[config.mk]
export PLATFORM = sky130hd
export DESIGN_NAME = aligned_burst_mover
export DESIGN_NICKNAME = d
export VERILOG_FILES = /design/src/rtl/abm_pkg.sv /design/src/rtl/abm_burst_calc.sv /design/src/rtl/abm_dw_fifo.sv /design/src/rtl/abm_sequencer.sv /design/src/rtl/aligned_burst_mover.sv
export SDC_FILE = /design/constraint.sdc
export NUM_CORES = 1
export LEC_CHECK = 0
export BUFFER_PORTS_ARGS = -buffer_cell sky130_fd_sc_hd__buf_2
export CAP_MARGIN = 20
export CELL_PAD_IN_SITES_DETAIL_PLACEMENT = 0
export CELL_PAD_IN_SITES_GLOBAL_PLACEMENT = 2
export CORE_MARGIN = 5
export CORE_UTILIZATION = 43
export CTS_BUF_LIST = sky130_fd_sc_hd__clkbuf_4 sky130_fd_sc_hd__clkbuf_8 sky130_fd_sc_hd__clkbuf_16
export DETAILED_ROUTE_END_ITERATION = 6
export PLACE_DENSITY = 0.88
export RECOVER_POWER = 100
export REMOVE_ABC_BUFFERS = 1
export SETUP_SLACK_MARGIN = 0.05
export SYNTH_ARGS = -nofsm -noshare
export SYNTH_HDL_FRONTEND = slang
export SYNTH_SLANG_ARGS = --single-unit
export TNS_END_PERCENT = 50
[constraint.sdc]
create_clock -name clk -period 11.1 [get_ports clk]
set_clock_uncertainty 0.2 [all_clocks]
set_input_delay 1.11 -clock clk [delete_from_list [all_inputs] [get_ports clk]]
set_output_delay 1.11 -clock clk [all_outputs]
set_load 0.05 [all_outputs]
[src/rtl/abm_pkg.sv]
package abm_pkg;

  typedef enum logic [2:0] {
    PH_IDLE,
    PH_PICK,
    PH_READ,
    PH_RGAP,
    PH_WRITE,
    PH_DONE
  } phase_t;

endpackage

[src/rtl/abm_burst_calc.sv]
module abm_burst_calc #(
  parameter int MAX_SZ_LOG = 3,
  parameter int WCNT_W     = 13,
  parameter int LEN_W      = 4,
  parameter int SZ_W       = 2
) (
  input  logic [MAX_SZ_LOG-1:0] dw_off,
  input  logic [SZ_W-1:0]       size_sel,
  input  logic                  fixed,
  input  logic [WCNT_W-1:0]     remain,
  input  logic [LEN_W-1:0]      avail,
  output logic [LEN_W-1:0]      len
);

  logic [LEN_W-1:0] size_w;
  logic [LEN_W-1:0] off_w;
  logic [LEN_W-1:0] bound_w;
  logic [LEN_W-1:0] rem_w;

  always_comb begin
    size_w  = LEN_W'(1) << size_sel;
    off_w   = LEN_W'(dw_off) & (size_w - LEN_W'(1));
    bound_w = fixed ? size_w : (size_w - off_w);
    rem_w   = (remain > WCNT_W'(bound_w)) ? bound_w : LEN_W'(remain);
    len     = (rem_w < avail) ? rem_w : avail;
  end

endmodule

[src/rtl/abm_dw_fifo.sv]
module abm_dw_fifo #(
  parameter int DATA_W = 64,
  parameter int DEPTH  = 8,
  parameter int OCC_W  = 4
) (
  input  logic              clk,
  input  logic              rst,
  input  logic              push,
  input  logic [DATA_W-1:0] din,
  input  logic              pop,
  output logic [DATA_W-1:0] head,
  output logic [DATA_W-1:0] next_head,
  output logic [OCC_W-1:0]  occ
);

  localparam int PTR_W = $clog2(DEPTH);

  logic [DATA_W-1:0] store [DEPTH];
  logic [PTR_W-1:0]  wp_q;
  logic [PTR_W-1:0]  rp_q;
  logic [OCC_W-1:0]  occ_q;

  always_ff @(posedge clk) begin
    if (push) store[wp_q] <= din;
  end

  always_ff @(posedge clk) begin
    if (rst) begin
      wp_q  <= '0;
      rp_q  <= '0;
      occ_q <= '0;
    end else begin
      if (push) wp_q <= wp_q + PTR_W'(1);
      if (pop)  rp_q <= rp_q + PTR_W'(1);
      case ({push, pop})
        2'b10:   occ_q <= occ_q + OCC_W'(1);
        2'b01:   occ_q <= occ_q - OCC_W'(1);
        default: occ_q <= occ_q;
      endcase
    end
  end

  assign head      = store[rp_q];
  assign next_head = store[rp_q + PTR_W'(1)];
  assign occ       = occ_q;

endmodule

[src/rtl/abm_sequencer.sv]
module abm_sequencer import abm_pkg::*; #(
  parameter int ADDR_W     = 32,
  parameter int DATA_W     = 64,
  parameter int CNT_W      = 16,
  parameter int DEPTH      = 8,
  parameter int MAX_SZ_LOG = 3,
  parameter int LEN_W      = 4,
  parameter int SZ_W       = 2
) (
  input  logic              clk,
  input  logic              rst,
  input  logic              start,
  input  logic [ADDR_W-1:0] src_addr,
  input  logic [ADDR_W-1:0] dst_addr,
  input  logic [CNT_W-1:0]  byte_count,
  input  logic [SZ_W-1:0]   size_sel,
  input  logic              fixed_len,
  input  logic              src_single,
  input  logic [LEN_W-1:0]  occ,
  input  logic [DATA_W-1:0] head,
  input  logic [DATA_W-1:0] next_head,
  input  logic              mem_ack,
  output logic              push,
  output logic              pop,
  output logic              rd_req,
  output logic              wr_req,
  output logic [ADDR_W-1:0] addr,
  output logic [LEN_W-1:0]  len,
  output logic [DATA_W-1:0] wdata,
  output logic              done,
  output logic              single_mode
);

  localparam int WCNT_W = CNT_W - 3;

  phase_t            phase_q;
  logic [ADDR_W-1:0] src_q, dst_q, addr_q;
  logic [WCNT_W-1:0] rd_left_q, wr_left_q;
  logic [SZ_W-1:0]   size_q;
  logic              fixed_q, single_q, last_rd_q;
  logic [LEN_W-1:0]  chunk_q, len_q;
  logic              rd_req_q, wr_req_q, done_q;
  logic [DATA_W-1:0] wdata_q;

  logic [LEN_W-1:0]  free_w, rd_len, wr_len;
  logic              can_rd, can_wr, pick_rd;
  logic [WCNT_W-1:0] word_cnt;

  assign free_w   = LEN_W'(DEPTH) - occ;
  assign word_cnt = WCNT_W'(byte_count >> 3);

  abm_burst_calc #(
    .MAX_SZ_LOG(MAX_SZ_LOG), .WCNT_W(WCNT_W), .LEN_W(LEN_W), .SZ_W(SZ_W)
  ) u_rd_calc (
    .dw_off  (src_q[3 +: MAX_SZ_LOG]),
    .size_sel(size_q),
    .fixed   (fixed_q),
    .remain  (rd_left_q),
    .avail   (free_w),
    .len     (rd_len)
  );

  abm_burst_calc #(
    .MAX_SZ_LOG(MAX_SZ_LOG), .WCNT_W(WCNT_W), .LEN_W(LEN_W), .SZ_W(SZ_W)
  ) u_wr_calc (
    .dw_off  (dst_q[3 +: MAX_SZ_LOG]),
    .size_sel(size_q),
    .fixed   (fixed_q),
    .remain  (wr_left_q),
    .avail   (occ),
    .len     (wr_len)
  );

  assign can_rd  = (rd_left_q != '0) && (free_w != '0);
  assign can_wr  = (occ != '0);
  assign pick_rd = can_rd && (!last_rd_q || !can_wr);

  assign push = (phase_q == PH_READ)  && mem_ack;
  assign pop  = (phase_q == PH_WRITE) && mem_ack;

  always_ff @(posedge clk) begin
    if (rst) begin
      phase_q   <= PH_IDLE;
      src_q     <= '0;
      dst_q     <= '0;
      addr_q    <= '0;
      rd_left_q <= '0;
      wr_left_q <= '0;
      size_q    <= '0;
      fixed_q   <= 1'b0;
      single_q  <= 1'b0;
      last_rd_q <= 1'b0;
      chunk_q   <= '0;
      len_q     <= '0;
      rd_req_q  <= 1'b0;
      wr_req_q  <= 1'b0;
      done_q    <= 1'b0;
      wdata_q   <= '0;
    end else begin
      case (phase_q)
        PH_IDLE, PH_DONE: begin
          if (start) begin
            src_q     <= src_addr;
            dst_q     <= dst_addr;
            rd_left_q <= word_cnt;
            wr_left_q <= word_cnt;
            size_q    <= size_sel;
            fixed_q   <= fixed_len;
            single_q  <= src_single;
            last_rd_q <= 1'b0;
            done_q    <= 1'b0;
            phase_q   <= PH_PICK;
          end
        end
        PH_PICK: begin
          if (pick_rd) begin
            rd_req_q <= 1'b1;
            addr_q   <= src_q;
            len_q    <= single_q ? LEN_W'(1) : rd_len;
            chunk_q  <= rd_len;
            phase_q  <= PH_READ;
          end else if (can_wr) begin
            wr_req_q <= 1'b1;
            addr_q   <= dst_q;
            len_q    <= wr_len;
            chunk_q  <= wr_len;
            wdata_q  <= head;
            phase_q  <= PH_WRITE;
          end else begin
            done_q  <= 1'b1;
            phase_q <= PH_DONE;
          end
        end
        PH_READ: begin
          if (mem_ack) begin
            src_q     <= src_q + ADDR_W'(8);
            rd_left_q <= rd_left_q - WCNT_W'(1);
            chunk_q   <= chunk_q - LEN_W'(1);
            if (chunk_q == LEN_W'(1)) begin
              rd_req_q  <= 1'b0;
              last_rd_q <= 1'b1;
              phase_q   <= PH_PICK;
            end else if (single_q) begin
              rd_req_q <= 1'b0;
              phase_q  <= PH_RGAP;
            end
          end
        end
        PH_RGAP: begin
          rd_req_q <= 1'b1;
          addr_q   <= src_q;
          len_q    <= LEN_W'(1);
          phase_q  <= PH_READ;
        end
        PH_WRITE: begin
          if (mem_ack) begin
            dst_q     <= dst_q + ADDR_W'(8);
            wr_left_q <= wr_left_q - WCNT_W'(1);
            chunk_q   <= chunk_q - LEN_W'(1);
            wdata_q   <= next_head;
            if (chunk_q == LEN_W'(1)) begin
              wr_req_q  <= 1'b0;
              last_rd_q <= 1'b0;
              phase_q   <= PH_PICK;
            end
          end
        end
        default: phase_q <= PH_IDLE;
      endcase
    end
  end

  assign rd_req      = rd_req_q;
  assign wr_req      = wr_req_q;
  assign addr        = addr_q;
  assign len         = len_q;
  assign wdata       = wdata_q;
  assign done        = done_q;
  assign single_mode = single_q;

endmodule

[src/rtl/aligned_burst_mover.sv]
module aligned_burst_mover #(
  parameter  int ADDR_W     = 32,
  parameter  int DATA_W     = 64,
  parameter  int CNT_W      = 16,
  parameter  int DEPTH      = 8,
  parameter  int MAX_SZ_LOG = 3,
  localparam int LEN_W      = $clog2(DEPTH + 1),
  localparam int SZ_W       = $clog2(MAX_SZ_LOG + 1)
) (
  input  logic              clk,
  input  logic              rst,
  input  logic              cfg_start,
  input  logic [ADDR_W-1:0] cfg_src_addr,
  input  logic [ADDR_W-1:0] cfg_dst_addr,
  input  logic [CNT_W-1:0]  cfg_byte_count,
  input  logic [SZ_W-1:0]   cfg_size_sel,
  input  logic              cfg_fixed_len,
  input  logic              cfg_src_single,
  output logic              mem_rd_req,
  output logic              mem_wr_req,
  output logic [ADDR_W-1:0] mem_addr,
  output logic [LEN_W-1:0]  mem_len,
  output logic [DATA_W-1:0] mem_wdata,
  input  logic [DATA_W-1:0] mem_rdata,
  input  logic              mem_ack,
  output logic              xfer_done
);

  logic              fifo_push, fifo_pop;
  logic [DATA_W-1:0] fifo_head, fifo_next;
  logic [LEN_W-1:0]  fifo_occ;
  logic              mode_single;

  abm_dw_fifo #(
    .DATA_W(DATA_W), .DEPTH(DEPTH), .OCC_W(LEN_W)
  ) u_fifo (
    .clk      (clk),
    .rst      (rst),
    .push     (fifo_push),
    .din      (mem_rdata),
    .pop      (fifo_pop),
    .head     (fifo_head),
    .next_head(fifo_next),
    .occ      (fifo_occ)
  );

  abm_sequencer #(
    .ADDR_W(ADDR_W), .DATA_W(DATA_W), .CNT_W(CNT_W), .DEPTH(DEPTH),
    .MAX_SZ_LOG(MAX_SZ_LOG), .LEN_W(LEN_W), .SZ_W(SZ_W)
  ) u_seq (
    .clk        (clk),
    .rst        (rst),
    .start      (cfg_start),
    .src_addr   (cfg_src_addr),
    .dst_addr   (cfg_dst_addr),
    .byte_count (cfg_byte_count),
    .size_sel   (cfg_size_sel),
    .fixed_len  (cfg_fixed_len),
    .src_single (cfg_src_single),
    .occ        (fifo_occ),
    .head       (fifo_head),
    .next_head  (fifo_next),
    .mem_ack    (mem_ack),
    .push       (fifo_push),
    .pop        (fifo_pop),
    .rd_req     (mem_rd_req),
    .wr_req     (mem_wr_req),
    .addr       (mem_addr),
    .len        (mem_len),
    .wdata      (mem_wdata),
    .done       (xfer_done),
    .single_mode(mode_single)
  );

endmodule

==> flow_summary.toml, run 1 <==
[layout]
final_cells = 3867
layout.nets = 2916
drive_gt1_share_pct = 18.6
area_delta_synth_final_pct = 14.3
fillers = 7019
final_core_util_pct = 49.3

[sta]
rsz0062_at_grt = "no"
finalSetupTns_ns = 0
worst_pin_slew_ns = 3.99
slew_viol_final = 887
period_needed_ns = 8.25
fmax_ghz = 0.121
finalSetupViolations = 0
final-hold-violation-count = 0
slew_headroom_pct = -166
fin_crit_sh_pct = 74.3

[synth]
synth_edf_count = 512
synth_cells = 2556
seq_area_frac_synth_pct = 57.1
ys_top_cells_by_count = "edfxtp_1, mux4_2, nor2_1, dfxtp_1, a211oi_1"
syn_area_um2 = 34600
synth_top_area_share_pct = 44.4
async_flop_share_pct = 0
synth_top_area_cell = "edfxtp_1"
synth_area_leaders = "edfxtp_1, mux4_2, dfxtp_1, a211oi_1, mux2i_1"
synth_ff_type = "edfxtp_1"
synth_cell_type_count = 73
syn_area_per_cell_um2 = 13.5
yosysWarnings = 0
yosysMostFrequentCell = "edfxtp_1"
ys_seq_elements = 730

[power_and_ir_drop]
vdd_ir_drop_max_v = 0.000200
p_comb_share_pct = 27.1
p_clk_share_pct = 33.7
power_per_cell_area_nw_per_um2 = 218
p_leak_nw = 12.5
p_switching_mw = 2.88
p_seq_share_pct = 39.3
p_int_mw = 5.74
total_power_mw = 8.62
p_sw_share_pct = 33.4

[routing]
first_pass_iters = 7
drt_wl_total_mm = 91.7
route.detailed.drc = 0
vias = 23100
postRouteAntennaNets = 0
via_per_inst = 5.99
avgRoutedWirePerCell_um = 23.7
drtIter0Drc = 1635

[cts]
post_cts_resized = 0
cts_root_buffer = "clkbuf_16"
clkLatencyLatePin_ns = 0.66
numCtsBuffers = 81
clkTransAtPathRegs_ns = 0.06
htree_levels = 3
hold_buffers = 0
cts_sinks = 730
cts.path.max_buffers = 3
post_cts_buffers = 0
cts_tree = "done"

[critical_path]
slowest_stage = "clkbuf_1"
critPathKind = "reg2reg"
crit_path_max_incr_delay_ns = 2.59
crit_top_cell = "clkbuf_1"
required_ns = 11.05
path_cells = "clkinv_1 > nor3_2 > clkbuf_1 > and2_0 > inv_1 > nor3_1 > clkbuf_1 > clkbuf_1"
cp-start-kind = "flip-flop"
cp.arrival_ns = 8.20
crit_path_end_kind = "flip-flop"
cp_max_fo = 44

[place]
place_inst = 3703
io_buffers = 251
place.gp.congestion = 0.798
hpwl_mm = 54.1

[job]
maxCapViolations = 24

[die]
initial_core_util_pct = 43.2
io_pins = 255
core_area_um2 = 80200
dieArea_um2 = 86200
die_w_um = 294
rows = 104
die_h_um = 294

[global_route]
gr-total-overflow = 0
grt_usage_pct = 20.9
antenna_found_initial = 15
grt_pass1_wl_mm = 141
grt_max_degree = 93
first_global_vias = 23800

[status]
status = "finished with violations"
violations = "capacitance limit, slew limit"

[min_path]
hp-class = "reg2reg"
[path summary, 6_finish.rpt]
kind	start	to	slack, ns	cells past startpoint
worst max register to register	u_seq.phase_q[1]	u_fifo.store[3][20]	2.85	8
worst min-delay path	u_seq.wdata[28]	u_seq.wdata[28]	0.28	2
worst max-delay path	u_seq.phase_q[1]	u_fifo.store[3][20]	2.85	8
worst min register to register	u_seq.wdata[28]	u_seq.wdata[28]	0.28	2
[final cells by class]
type                       instances  area, um2  share of cell area, %
multi-input combinational       1590      14000                   35.4
sequential                       730      19800                   49.9
antenna                            8       20.0                 0.0506
timing repair buffer             294       1350                   3.42
clock inverter                    40        631                   1.59
clock buffer                     110       2330                   5.89
inverter                          35        131                  0.332
tap                             1060       1330                   3.35
[state kept, by name, summed over array words and instances (netlist names), 3 cells and up, named ones only]
| register | cells |
|---|---|
| u_seq.src_q | 32 |
| u_fifo.rp_q | 3 |
| u_seq.phase_q | 3 |
| u_fifo.occ | 4 |
| u_fifo.wp_q | 3 |
| u_seq.rd_left_q | 13 |
| u_seq.wr_left_q | 13 |
| u_seq.wdata | 64 |
| u_seq.len | 4 |
| u_seq.addr | 32 |
| u_seq.chunk_q | 4 |
| u_seq.dst_q | 32 |
| u_fifo.store | 512 |
[stage by stage]
| step | instance area [um2] | setup slack [ns] | hold WS (ns) |
|---|---|---|---|
| after floorplan | 33800 | -0.143 | 0.238 |
| after global placement | 36900 | 5.59 | 0.256 |
| after detailed placement | 36900 | 5.25 | 0.271 |
| after CTS | 39800 | 5.20 | 0.284 |
| after global routing | 39500 | 2.40 | 0.306 |
| final | 39500 | 2.85 | 0.285 |
[cell families (layout without fill, tap and decap cells)]
group / after synthesis / count (layout) / synth area share (%)
buffers and inverters: 236 / 479 / 2.59
AND/OR/NAND/NOR: 596 / 596 / 8.05
other: 0 / 8 / 0
adder cells (fa/ha/maj): 32 / 32 / 1.18
multiplexers: 373 / 373 / 20.1
XOR/XNOR: 12 / 12 / 0.304
flip-flops: 730 / 730 / 57.1
AO/OA/AOI/OAI: 577 / 577 / 10.7
[layer usage]
| metal | global-route usage (%) | wire length, um | share of wire, % | up-vias |
|---|---|---|---|---|
| met1 | 27.0 | 37400 | 41 | 11800 |
| met3 | 4.43 | 6460 | 7.0 | 147 |
| met5 | 0 | 73 | 0.080 | - |
| met2 | 36.4 | 45800 | 50 | 739 |
| li1 | - | - | - | 10400 |
| met4 | 5.24 | 2040 | 2.2 | 12 |
[cell usage in the layout, fill, tap and decap left out, types with 6 or more instances in the layout]
master	n
a211oi_1	191
a21o_1	7
a21oi_1	186
a22o_1	6
a22oi_1	28
a311oi_1	6
a31oi_1	8
and3_1	19
buf_2	82
buf_4	17
bufinv_16	12
clkbuf_1	190
clkbuf_16	82
clkbuf_4	17
clkbuf_8	12
clkinv_1	11
clkinv_2	10
dfxtp_1	215
diode_2	8
edfxtp_1	512
ha_1	30
inv_1	34
mux2i_1	113
mux4_2	256
nand2_1	111
nand2b_1	14
nand3_1	30
nand4_1	8
nor2_1	254
nor2b_1	74
nor3_1	35
nor3b_1	8
nor4_1	12
o21ai_0	83
o22ai_1	13
o31ai_1	9
or3_1	6
xor2_1	7
[critical path: cells and delay by family (launching register included)]
family	cells	cell delay, ns
buffers and inverters	5	5.96
AND/OR/NAND/NOR	3	1.06
flip-flops	1	0.52
[power by group through the flow]
stage / registers, mW / clock network (mW) / logic [mW]
3_3_place_gp: 3.42 / 0 / 2.32
4_1_cts: 3.38 / 2.97 / 2.37
2_1_floorplan: 3.68 / 0 / 1.50
5_1_grt: 3.42 / 3.10 / 2.56
6_report: 3.38 / 2.90 / 2.33
3_5_place_dp: 3.43 / 0 / 2.37
(Power assumes the default switching activity.)
==> run 2: changes to the inputs <==
--- a/config.mk
+++ b/config.mk
@@ -5,12 +5,13 @@
 export SDC_FILE = /design/constraint.sdc
 export NUM_CORES = 1
 export LEC_CHECK = 0
+export ABC_AREA = 1
 export BUFFER_PORTS_ARGS = -buffer_cell sky130_fd_sc_hd__buf_2
 export CAP_MARGIN = 20
 export CELL_PAD_IN_SITES_DETAIL_PLACEMENT = 0
 export CELL_PAD_IN_SITES_GLOBAL_PLACEMENT = 2
 export CORE_MARGIN = 5
-export CORE_UTILIZATION = 43
+export CORE_UTILIZATION = 39
 export CTS_BUF_LIST = sky130_fd_sc_hd__clkbuf_4 sky130_fd_sc_hd__clkbuf_8 sky130_fd_sc_hd__clkbuf_16
 export DETAILED_ROUTE_END_ITERATION = 6
 export PLACE_DENSITY = 0.88
==> constraint.sdc (replaced) <==
create_clock -name clk -period 8.2 [get_ports clk]
set_clock_uncertainty 0.2 [all_clocks]
set_input_delay 0.82 -clock clk [delete_from_list [all_inputs] [get_ports clk]]
set_output_delay 0.82 -clock clk [all_outputs]
set_load 0.05 [all_outputs]
==> run 2 against run 1 <==
- the run still ends with capacitance limit, slew limit left
- maximum frequency grew 34%
- global-route usage grew 0.37 points
- register-to-register slack lost 0.79 ns
- critical path depth shrank 1
- core utilization shrank 5.1 points
- clock-buffer cell count grew 5
- worst setup slack lost 0.79 ns
- final cell count grew 29%
- cell area grew 2.0%
- critical endpoint is now u_fifo.store[4][27]
- highest routed layer unchanged
==> flow_summary.toml, run 2 <==
[min_path]
hp-class = "in2reg"
min_path_cells = 3
min_to = "u_seq.src_q[24]"
hp-start = "cfg_src_addr[24]"

[place]
post-place-ws_ns = 3.67
place.gp.congestion = 0.805
place_inst = 4808
io_buffers = 251
hpwl_mm = 59.5

[synth]
synth_mux_area_share_pct = 5.38
ys_top_cells_by_count = "edfxtp_1, nand2_1, nor2_1, a21oi_1, o21ai_0"
synth-simple-area-share_pct = 12.3
synth_top_family_by_area = "compound AO/OA/AOI/OAI gates"
synth_cells = 3610
yosysMostFrequentCell = "edfxtp_1"
synth_cell_type_count = 54
syn_area_um2 = 35700
synth_top_area_cell = "edfxtp_1"
synth_top_area_share_pct = 43.1
async_flop_share_pct = 0
synth_compound_area_share_pct = 19.5
yosysWarnings = 0
synth_edf_count = 512
synthAdderAreaFrac_pct = 1.14
seq_area_frac_synth_pct = 55.3
synth_xor_area_share_pct = 1.22
synth_area_leaders = "edfxtp_1, dfxtp_1, mux2i_1, nand2_1, o221ai_1"
ys_seq_elements = 730
syn_area_per_cell_um2 = 9.89
synth_ff_type = "edfxtp_1"

[layout]
fillers = 8728
final_common_cell = "edfxtp_1"
largest_reg_flops = 512
final_cell_mix = "edfxtp_1, nand2_1, nor2_1"
final_cells = 4976
layout.nets = 3891
drive_gt1_share_pct = 9.08
multi_input_area_um2 = 14100
top_register = "u_fifo.store"
area_delta_synth_final_pct = 13.1
register_area_um2 = 19800

[sta]
fin_crit_sh_pct = 74.9
setup_ws_ns = 2.06
final-hold-violation-count = 0
period_needed_ns = 6.14
fmax_ghz = 0.163
rsz0062_at_grt = "no"
slew_headroom_pct = -230
worst_pin_slew_ns = 4.95
finalSetupViolations = 0
slew_viol_final = 585

[critical_path]
cp.arrival_ns = 6.10
crit_path_end_kind = "flip-flop"
critPathKind = "reg2reg"
required_ns = 8.16
cp-start-kind = "flip-flop"
cp_max_fo = 54
reg2reg_depth = 7
worstReg2RegStart = "u_seq.phase_q[1]"
regToRegSetupSlack_ns = 2.06
r2r-end = "u_fifo.store[4][27]"

[routing]
postRouteAntennaNets = 0
avgRoutedWirePerCell_um = 21.7
first_pass_iters = 6
drtIter0Drc = 2455
vias = 28400
drt_wl_total_mm = 108
via_per_inst = 5.71
route.detailed.drc = 0

[die]
die_w_um = 313
initial_core_util_pct = 39.1
dieArea_um2 = 97700
die_h_um = 313
core_area_um2 = 91200
io_pins = 255
rows = 111

[cts]
clkLatencyLatePin_ns = 0.67
cts_root_buffer = "clkbuf_16"
clkTransAtPathRegs_ns = 0.06
htree_levels = 3
hold_buffers = 0
cts_tree = "done"
post_cts_buffers = 0
post_cts_resized = 0
cts.path.max_buffers = 3
cts_sinks = 730
numCtsBuffers = 83

[job]
maxCapViolations = 15

[global_route]
grt_pass1_wl_mm = 164
gr-total-overflow = 0
antenna_found_initial = 20
grt_max_degree = 121
first_global_vias = 27700
grt_usage_pct = 21.3

[power_and_ir_drop]
power_per_cell_area_nw_per_um2 = 325
total_power_mw = 13.1
vdd_ir_drop_max_v = 0.000236
p_leak_nw = 13.3

[status]
status = "finished with violations"
violations = "capacitance limit, slew limit"
==> run 2: cell count changes in the layout (fill, tap and decap cells not counted), sizes merged, moves of 137 or more <==
cell	previous run	this run
nor2	256	400
inv	35	172
o221ai	0	194
a211oi	191	8
a21oi	187	336
o21ai	83	343
mux4	256	0
nand2	112	461
==> run 2: area by class of cell <==
type	count	area share (%)
antenna	14	0.0868
clock buffer	115	6.00
clock inverter	39	1.33
inverter	172	1.64
multi-input combinational	2431	35.0
sequential	730	48.9
tap	1186	3.68
timing repair buffer	289	3.27
==> run 2: worst max-delay path, cell delays in order, from the launching register on <==
cell	delay, ns
dfxtp_1	0.45
clkinv_1	0.10
nor2_1	0.15
nand2_2	0.07
nor2_1	0.27
nand2_1	0.22
nor2_1	1.07
clkbuf_1	3.04
==> run 2: per-layer routing <==
| layer | routed length, um | share of wire [%] | global-route usage [%] | up-vias |
|---|---|---|---|---|
| met1 | 46500 | 43 | 28.0 | 13800 |
| met5 | 81 | 0.075 | 0 | - |
| met2 | 51900 | 48 | 36.0 | 937 |
| met3 | 7670 | 7.1 | 4.11 | 154 |
| met4 | 2090 | 1.9 | 6.29 | 14 |
| li1 | - | - | - | 13500 |
==> run 2: worst max-delay path by stage <==
stage / from / endpoint / slack [ns] / cells after the start
CTS: u_seq.size_q[1] / u_seq.len[2] / 3.64 / 21
global route: u_seq.phase_q[1] / u_fifo.store[4][5] / 1.76 / 7
finish: u_seq.phase_q[1] / u_fifo.store[4][27] / 2.06 / 7
global placement: u_seq.size_q[1] / u_seq.len[1] / 3.67 / 21
detailed placement: u_seq.size_q[1] / u_seq.len[2] / 3.67 / 21
floorplan: flip-flop / u_seq.wdata[0] / -4.06 / 7
==> run 2: power breakdown <==
group / switching, mW / leakage (nW) / internal [mW] / total [mW]
Sequential: 0.457 / 6.39 / 4.38 / 4.84
Clock: 1.57 / 1.47 / 2.37 / 3.94
Combinational: 3.13 / 5.39 / 1.21 / 4.34
Total: 5.16 / 13.3 / 7.97 / 13.1
==> run 2: through the flow <==
stage	setup TNS, ns	utilization [%]	cell area, um2	hold slack, ns
CTS	0	44.5	40600	0.163
floorplan	-271.75	-	34500	0.227
global placement	0	41.3	37700	0.237
global route	0	44.2	40300	0.220
finish	0	44.2	40300	0.222
detailed placement	0	41.3	37700	0.242
==> run 2: cells by family after synthesis <==
family	after synthesis
compound gates	1101
flops	730
buf+inv	449
fa+ha+maj	32
xor+xnor	49
simple gates	1057
mux	192
